**config.mk**
```make
export PLATFORM = sky130hd
export DESIGN_NAME = busy_status_read
export DESIGN_NICKNAME = d
export VERILOG_FILES = /design/src/rtl/busy_status_pkg.sv /design/src/rtl/read_edge_detect.sv /design/src/rtl/flip_state.sv /design/src/rtl/status_mux.sv /design/src/rtl/busy_status_read.sv
export SDC_FILE = /design/constraint.sdc
export NUM_CORES = 1
export LEC_CHECK = 0
export ABC_AREA = 0
export BUFFER_PORTS_ARGS = -buffer_cell sky130_fd_sc_hd__buf_4
export CAP_MARGIN = 20
export CORE_MARGIN = 1.5
export CORE_UTILIZATION = 27
export CTS_CLUSTER_SIZE = 8
export DETAILED_ROUTE_END_ITERATION = 12
export HOLD_SLACK_MARGIN = 0.02
export PLACE_DENSITY = 0.79
export SYNTH_ARGS = -nofsm -noshare
export SYNTH_HDL_FRONTEND = slang
export SYNTH_SLANG_ARGS = --single-unit
```
**constraint.sdc**
```tcl
create_clock -name clk -period 0.96 [get_ports clk]
set_clock_uncertainty 0.05 [all_clocks]
set_input_delay 0.096 -clock clk [delete_from_list [all_inputs] [get_ports clk]]
set_output_delay 0.096 -clock clk [all_outputs]
set_load 0.01 [all_outputs]
```
**src/rtl/busy_status_pkg.sv**
```systemverilog
package busy_status_pkg;

    localparam int BYTE_W = 8;
    localparam int POLL_BIT = BYTE_W - 1;
    localparam int FLIP_BIT = BYTE_W - 2;
    localparam int FILL_W = BYTE_W - 2;

    typedef enum logic [0:0] {
        MODE_PASS = 1'b0,
        MODE_STATUS = 1'b1
    } read_mode_e;

    typedef struct packed {
        read_mode_e mode;
        logic addr_hit;
        logic last_msb;
        logic flip;
    } status_ctl_t;

    function automatic logic [BYTE_W-1:0] status_byte(input status_ctl_t c);
        logic [BYTE_W-1:0] b;
        b = '0;
        b[POLL_BIT] = c.addr_hit ? ~c.last_msb : 1'b0;
        b[FLIP_BIT] = c.flip;
        return b;
    endfunction

endpackage

```
**src/rtl/read_edge_detect.sv**
```systemverilog
module read_edge_detect (
    input  logic clk,
    input  logic rst,
    input  logic chip_sel,
    input  logic out_en,
    output logic new_read
);
    logic strobe;
    logic strobe_q;

    assign strobe = chip_sel & out_en;

    always_ff @(posedge clk) begin
        if (rst) strobe_q <= 1'b0;
        else strobe_q <= strobe;
    end

    assign new_read = strobe & ~strobe_q;


    single_edge_chk: assert property (@(posedge clk) disable iff (rst)
        new_read |=> !new_read);

endmodule

```
**src/rtl/flip_state.sv**
```systemverilog
module flip_state (
    input  logic clk,
    input  logic rst,
    input  logic busy,
    input  logic new_read,
    output logic flip_next
);
    logic flip_q;

    always_comb begin
        flip_next = flip_q;
        if (busy && new_read) flip_next = ~flip_q;
    end

    always_ff @(posedge clk) begin
        if (rst) flip_q <= 1'b0;
        else flip_q <= flip_next;
    end


    idle_hold_chk: assert property (@(posedge clk) disable iff (rst)
        !busy |=> $stable(flip_q));


    busy_advance_chk: assert property (@(posedge clk) disable iff (rst)
        (busy && new_read) |=> (flip_q != $past(flip_q)));


    no_edge_hold_chk: assert property (@(posedge clk) disable iff (rst)
        !new_read |=> $stable(flip_q));

endmodule

```
**src/rtl/status_mux.sv**
```systemverilog
module status_mux
    import busy_status_pkg::*;
#(
    parameter int ADDR_W = 16
) (
    input  logic              busy,
    input  logic [ADDR_W-1:0] last_addr,
    input  logic [BYTE_W-1:0] last_data,
    input  logic [ADDR_W-1:0] rd_addr,
    input  logic [BYTE_W-1:0] array_rdata,
    input  logic              flip,
    output logic [BYTE_W-1:0] byte_out
);
    status_ctl_t ctl;

    always_comb begin
        ctl.mode = busy ? MODE_STATUS : MODE_PASS;
        ctl.addr_hit = (rd_addr == last_addr);
        ctl.last_msb = last_data[POLL_BIT];
        ctl.flip = flip;
        byte_out = (ctl.mode == MODE_STATUS) ? status_byte(ctl) : array_rdata;
    end

endmodule

```
**src/rtl/busy_status_read.sv**
```systemverilog
module busy_status_read
    import busy_status_pkg::*;
#(
    parameter int ADDR_W = 16
) (
    input  logic              clk,
    input  logic              rst,
    input  logic              prog_busy,
    input  logic [ADDR_W-1:0] last_addr,
    input  logic [7:0]        last_data,
    input  logic              chip_sel,
    input  logic              out_en,
    input  logic [ADDR_W-1:0] rd_addr,
    input  logic [7:0]        array_rdata,
    output logic [7:0]        rd_data
);
    logic              new_read;
    logic              flip_next;
    logic [BYTE_W-1:0] byte_next;

    read_edge_detect u_edge (
        .clk      (clk),
        .rst      (rst),
        .chip_sel (chip_sel),
        .out_en   (out_en),
        .new_read (new_read)
    );

    flip_state u_flip (
        .clk       (clk),
        .rst       (rst),
        .busy      (prog_busy),
        .new_read  (new_read),
        .flip_next (flip_next)
    );

    status_mux #(.ADDR_W(ADDR_W)) u_mux (
        .busy        (prog_busy),
        .last_addr   (last_addr),
        .last_data   (last_data),
        .rd_addr     (rd_addr),
        .array_rdata (array_rdata),
        .flip        (flip_next),
        .byte_out    (byte_next)
    );

    always_ff @(posedge clk) begin
        if (rst) rd_data <= '0;
        else rd_data <= byte_next;
    end


    fill_zero_chk: assert property (@(posedge clk) disable iff (rst)
        prog_busy |=> (rd_data[FILL_W-1:0] == '0));


    pass_through_chk: assert property (@(posedge clk) disable iff (rst)
        !prog_busy |=> (rd_data == $past(array_rdata)));


    poll_invert_chk: assert property (@(posedge clk) disable iff (rst)
        (prog_busy && rd_addr == last_addr) |=> (rd_data[POLL_BIT] != $past(last_data[POLL_BIT])));


    poll_miss_chk: assert property (@(posedge clk) disable iff (rst)
        (prog_busy && rd_addr != last_addr) |=> (rd_data[POLL_BIT] == 1'b0));

endmodule

```
==> run summary <==
CLOCK NETWORK
----------------------------------------------------------------------------------------------------
Cell at the root of the clock tree                                                      sky130_fd_sc_hd__clkbuf_4
CTS resizes                                                                                        0
CTS tree                                                                                       built
Clock tree buffer depth                                                                            2
Clock-pin slew reported for the worst setup and hold paths after clock tree synthesis        0.06 ns
Number of CTS-inserted buffers                                                                     3
Latest clock arrival within the worst-skew pair                                              0.26 ns
Total number of clock tree sinks                                                                  10
CTS HTree Levels                                                                                   1

FINAL LAYOUT
----------------------------------------------------------------------------------------------------
Antenna diodes                                                                                     0
Post-route cell area                                                                        1007 µm²
Sequential cell area                                                                       200.2 µm²
Fraction of final layout cells with drive strength greater than 1                             49.12%
Area growth from synthesis to layout                                                          115.8%
Number of nets in the layout                                                                     169
Final core utilization                                                                        64.61%
Combined area of the multi-input logic cells                                               266.5 µm²
Filler cell count                                                                                133

ROUTING
----------------------------------------------------------------------------------------------------
TritonRoute pass-1 iters                                                                           7
Number of DRC violations after detailed-routing iteration 0                                       11
Post-DRT Antenna Nets                                                                              0
Routed wire length                                                                          1.370 mm
Via count normalized by instance count                                                         4.438
DRC Markers                                                                                        4
Overall via count from detail_route                                                              577
Routed wire length per instance                                                             10.54 µm

PLACED DESIGN
----------------------------------------------------------------------------------------------------
Port Buf Inserts                                                                                  53
Placer congestion estimate                                                                    0.6432
Placement-stage worst setup slack                                                        -0.07323 ns
Post-detailed-placement half-perimeter wirelength                                           1.105 mm
Post-placement cell area                                                                   884.6 µm²

JOB
----------------------------------------------------------------------------------------------------
Number of max-cap violations                                                                       0

SETUP PATH
----------------------------------------------------------------------------------------------------
Launch point of the worst path                                                          u_edge.strobe_q
Critical path fanouts, max                                                                         2
Endpoint of the worst-slack reg-to-reg timing path                                        rd_data[6]
Cell with the biggest individual delay on the critical path                             sky130_fd_sc_hd__dfxtp_1
Data required time at the worst endpoint                                                     1.06 ns
Crit start category                                                                        flip-flop
Gate family responsible for the most delay along the worst path                           flip-flops
Number of buffer and inverter instances along the worst setup path                                 0
Length in cells of the worst reg-to-reg path                                                       4
Worst R2R Start                                                                         u_edge.strobe_q
Max incr delay on CP                                                                         0.30 ns
Worst reg2reg setup slack                                                                   -0.04 ns
Worst setup path class                                                                  flip-flop to flip-flop
Arr. time, crit path                                                                         1.10 ns
List of cells traversed by the critical path                                            nand4b_1 > xor2_1 > nor2_1 > o22a_1
Crit. End Element                                                                          flip-flop
Capture point of the critical path                                                        rd_data[6]
Number of logic stages on the critical path including buffering                                    4

HOLD PATH
----------------------------------------------------------------------------------------------------
Tightest Hold Check Type                                                                input port to flip-flop
Startpoint of the tightest hold check path                                              array_rdata[6]

SYNTH
----------------------------------------------------------------------------------------------------
Share of the synthesized area in the top cell type                                            42.90%
Ranking of synthesized cells by area                                                    sky130_fd_sc_hd__dfxtp_1 (43%), sky130_fd_sc_hd__xor2_1 (32%), sky130_fd_sc_hd__and2_1 (8.0%), sky130_fd_sc_hd__nor4_1 (4.0%), sky130_fd_sc_hd__nor2_1 (2.4%)
Post-synth design cell area                                                                466.7 µm²
Number of enable-type register cells in the synthesized netlist                                    0
FF+latch count, synth                                                                             10
Synth unique cells                                                                                11
Library cell with the highest instance count after synthesis                            sky130_fd_sc_hd__xor2_1
Primary FF master, synth                                                                sky130_fd_sc_hd__dfxtp_1
Sequential element share of the synthesized area                                              42.90%
Top cells by instance count after synthesis                                             sky130_fd_sc_hd__xor2_1 (17), sky130_fd_sc_hd__dfxtp_1 (10), sky130_fd_sc_hd__and2_1 (6), sky130_fd_sc_hd__nor2_1 (3), sky130_fd_sc_hd__nor4_1 (3)
Synth Instances                                                                                   48
Synthesized area per cell                                                                  9.723 µm²
Share of synthesized flip-flops with an asynchronous set or reset                                 0%
Top cell type by total area after synthesis                                             sky130_fd_sc_hd__dfxtp_1
Warning count from the yosys run                                                                   0
Net count of the mapped netlist                                                                  101

STA
----------------------------------------------------------------------------------------------------
Max Clk Rate                                                                               997.0 MHz
Setup repair after global routing missed its margin                                              yes
Final-report setup violation count                                                                 1
Total count of hold-check failures in the final report                                             0
Final worst slack                                                                        -0.04300 ns
Final worst path period share                                                                 104.5%
Count of pins over their slew limit                                                                0
Minimum clock period                                                                        1.003 ns
Transition at the pin with the smallest max-transition slack                               0.3948 ns
Worst max-slew margin expressed relative to the limit                                         73.58%
Worst hold slack                                                                          0.02384 ns

GRT
----------------------------------------------------------------------------------------------------
Pin count of the biggest net entering global routing                                               9
First-pass GRT wire length                                                                  2.070 mm
Grt total ovfl                                                                                     0
Number of antenna violations at the first check in global routing                                  0
Number of global-route vias before repair                                                        549
Total global-route track usage                                                                14.21%

STATUS
----------------------------------------------------------------------------------------------------
Outcome                                                                                 finished with violations
Failing checks                                                                          DRC, setup timing

FLOORPLANNING
----------------------------------------------------------------------------------------------------
Core area                                                                                   1559 µm²
Die Span Y                                                                                  44.58 µm
Die X-Extent                                                                                44.58 µm
Die area                                                                                    1987 µm²
Starting density of the core                                                                  29.94%
I/O pin count                                                                                     61
Count of standard-cell rows                                                                       14

POWER
----------------------------------------------------------------------------------------------------
P per Cell Area                                                                         996.2 nW/µm²
Max rail drop VDD                                                                           392.7 µV
Leakage power total                                                                        0.5053 nW

==> where the power goes <==
group	switching, W	leakage [nW]	internal, W	total [W]
Clock	0.000124	0.0138	0.000144	0.000268
Sequential	0.00000524	0.0822	0.000435	0.000440
Combinational	0.0000934	0.409	0.000203	0.000296
Total	0.000223	0.505	0.000781	0.00100
==> routing by layer <==
layer / track usage (%) / vias to the layer above / routed length [µm]
li1: - / 294 / -
met1: 12.32 / 249 / 451
met2: 29.28 / 34 / 775
met3: 4.082 / 0 / 143
met4: 5.455 / 0 / 0
met5: 0 / - / 0
==> final cells by class <==
| class | instances | area share, % |
|---|---|---|
| timing repair buffer | 63 | 49.44 |
| multi-input combinational | 38 | 26.46 |
| sequential | 10 | 19.88 |
| clock buffer | 3 | 2.236 |
| tap | 16 | 1.988 |
==> layout by cell type (no fill, tap or decap) <==
master                          count
sky130_fd_sc_hd__nor3_1             2
sky130_fd_sc_hd__nand2_1            2
sky130_fd_sc_hd__nor4_1             3
sky130_fd_sc_hd__nand3_1            2
sky130_fd_sc_hd__clkbuf_4           3
sky130_fd_sc_hd__xor2_1            17
sky130_fd_sc_hd__nor2_1             3
sky130_fd_sc_hd__dfxtp_1           10
sky130_fd_sc_hd__o21ai_1            1
sky130_fd_sc_hd__buf_4             53
sky130_fd_sc_hd__o22a_1             1
sky130_fd_sc_hd__dlygate4sd3_1     10
sky130_fd_sc_hd__and2_1             6
sky130_fd_sc_hd__nand4b_1           1
==> cell families (layout without fill, tap and decap cells) <==
family	after synthesis	after routing	share of synthesized area, %
AO/OA/AOI/OAI	2	2	2.948
buffers and inverters	0	66	0
flip-flops	10	10	42.90
AND/OR/NAND/NOR	19	19	22.25
XOR/XNOR	17	17	31.90
==> worst min path at each step <==
stage / depth (start not counted) / endpoint
3_3_place_gp: 2 / u_edge.strobe_q
4_1_cts: 2 / rd_data[6]
2_1_floorplan: 1 / u_edge.strobe_q
5_1_grt: 2 / rd_data[6]
6_report: 2 / rd_data[6]
3_5_place_dp: 2 / u_edge.strobe_q
==> worst reg2reg max path: stages (launching register included) <==
cell	delay (ns)
sky130_fd_sc_hd__dfxtp_1	0.30
sky130_fd_sc_hd__nand4b_1	0.18
sky130_fd_sc_hd__xor2_1	0.15
sky130_fd_sc_hd__nor2_1	0.07
sky130_fd_sc_hd__o22a_1	0.16
==> through the flow <==
step,power (W),setup TNS [ns],std cells
after floorplan,0.0005253,0,48
final,0.001003,-0.04300,130
after global routing,0.001057,-0.1052,130
after CTS,0.001015,-0.05259,130
after global placement,0.0007047,-0.08774,117
after detailed placement,0.0007123,-0.1029,117
==> sequential cells by signal, indices dropped and copies added (netlist names) <==
name	count
rd_data	8
u_edge.strobe_q	1
u_flip.flip_q	1
==> what timing repair did <==
item | 4_1_cts | 5_1_grt
setup endpoints to repair | 1 | 1
setup buffers | 0 | 0
hold endpoints to repair | 9 | 0
hold buffers | 10 | 0
Power figures use the tool's default switching activity.
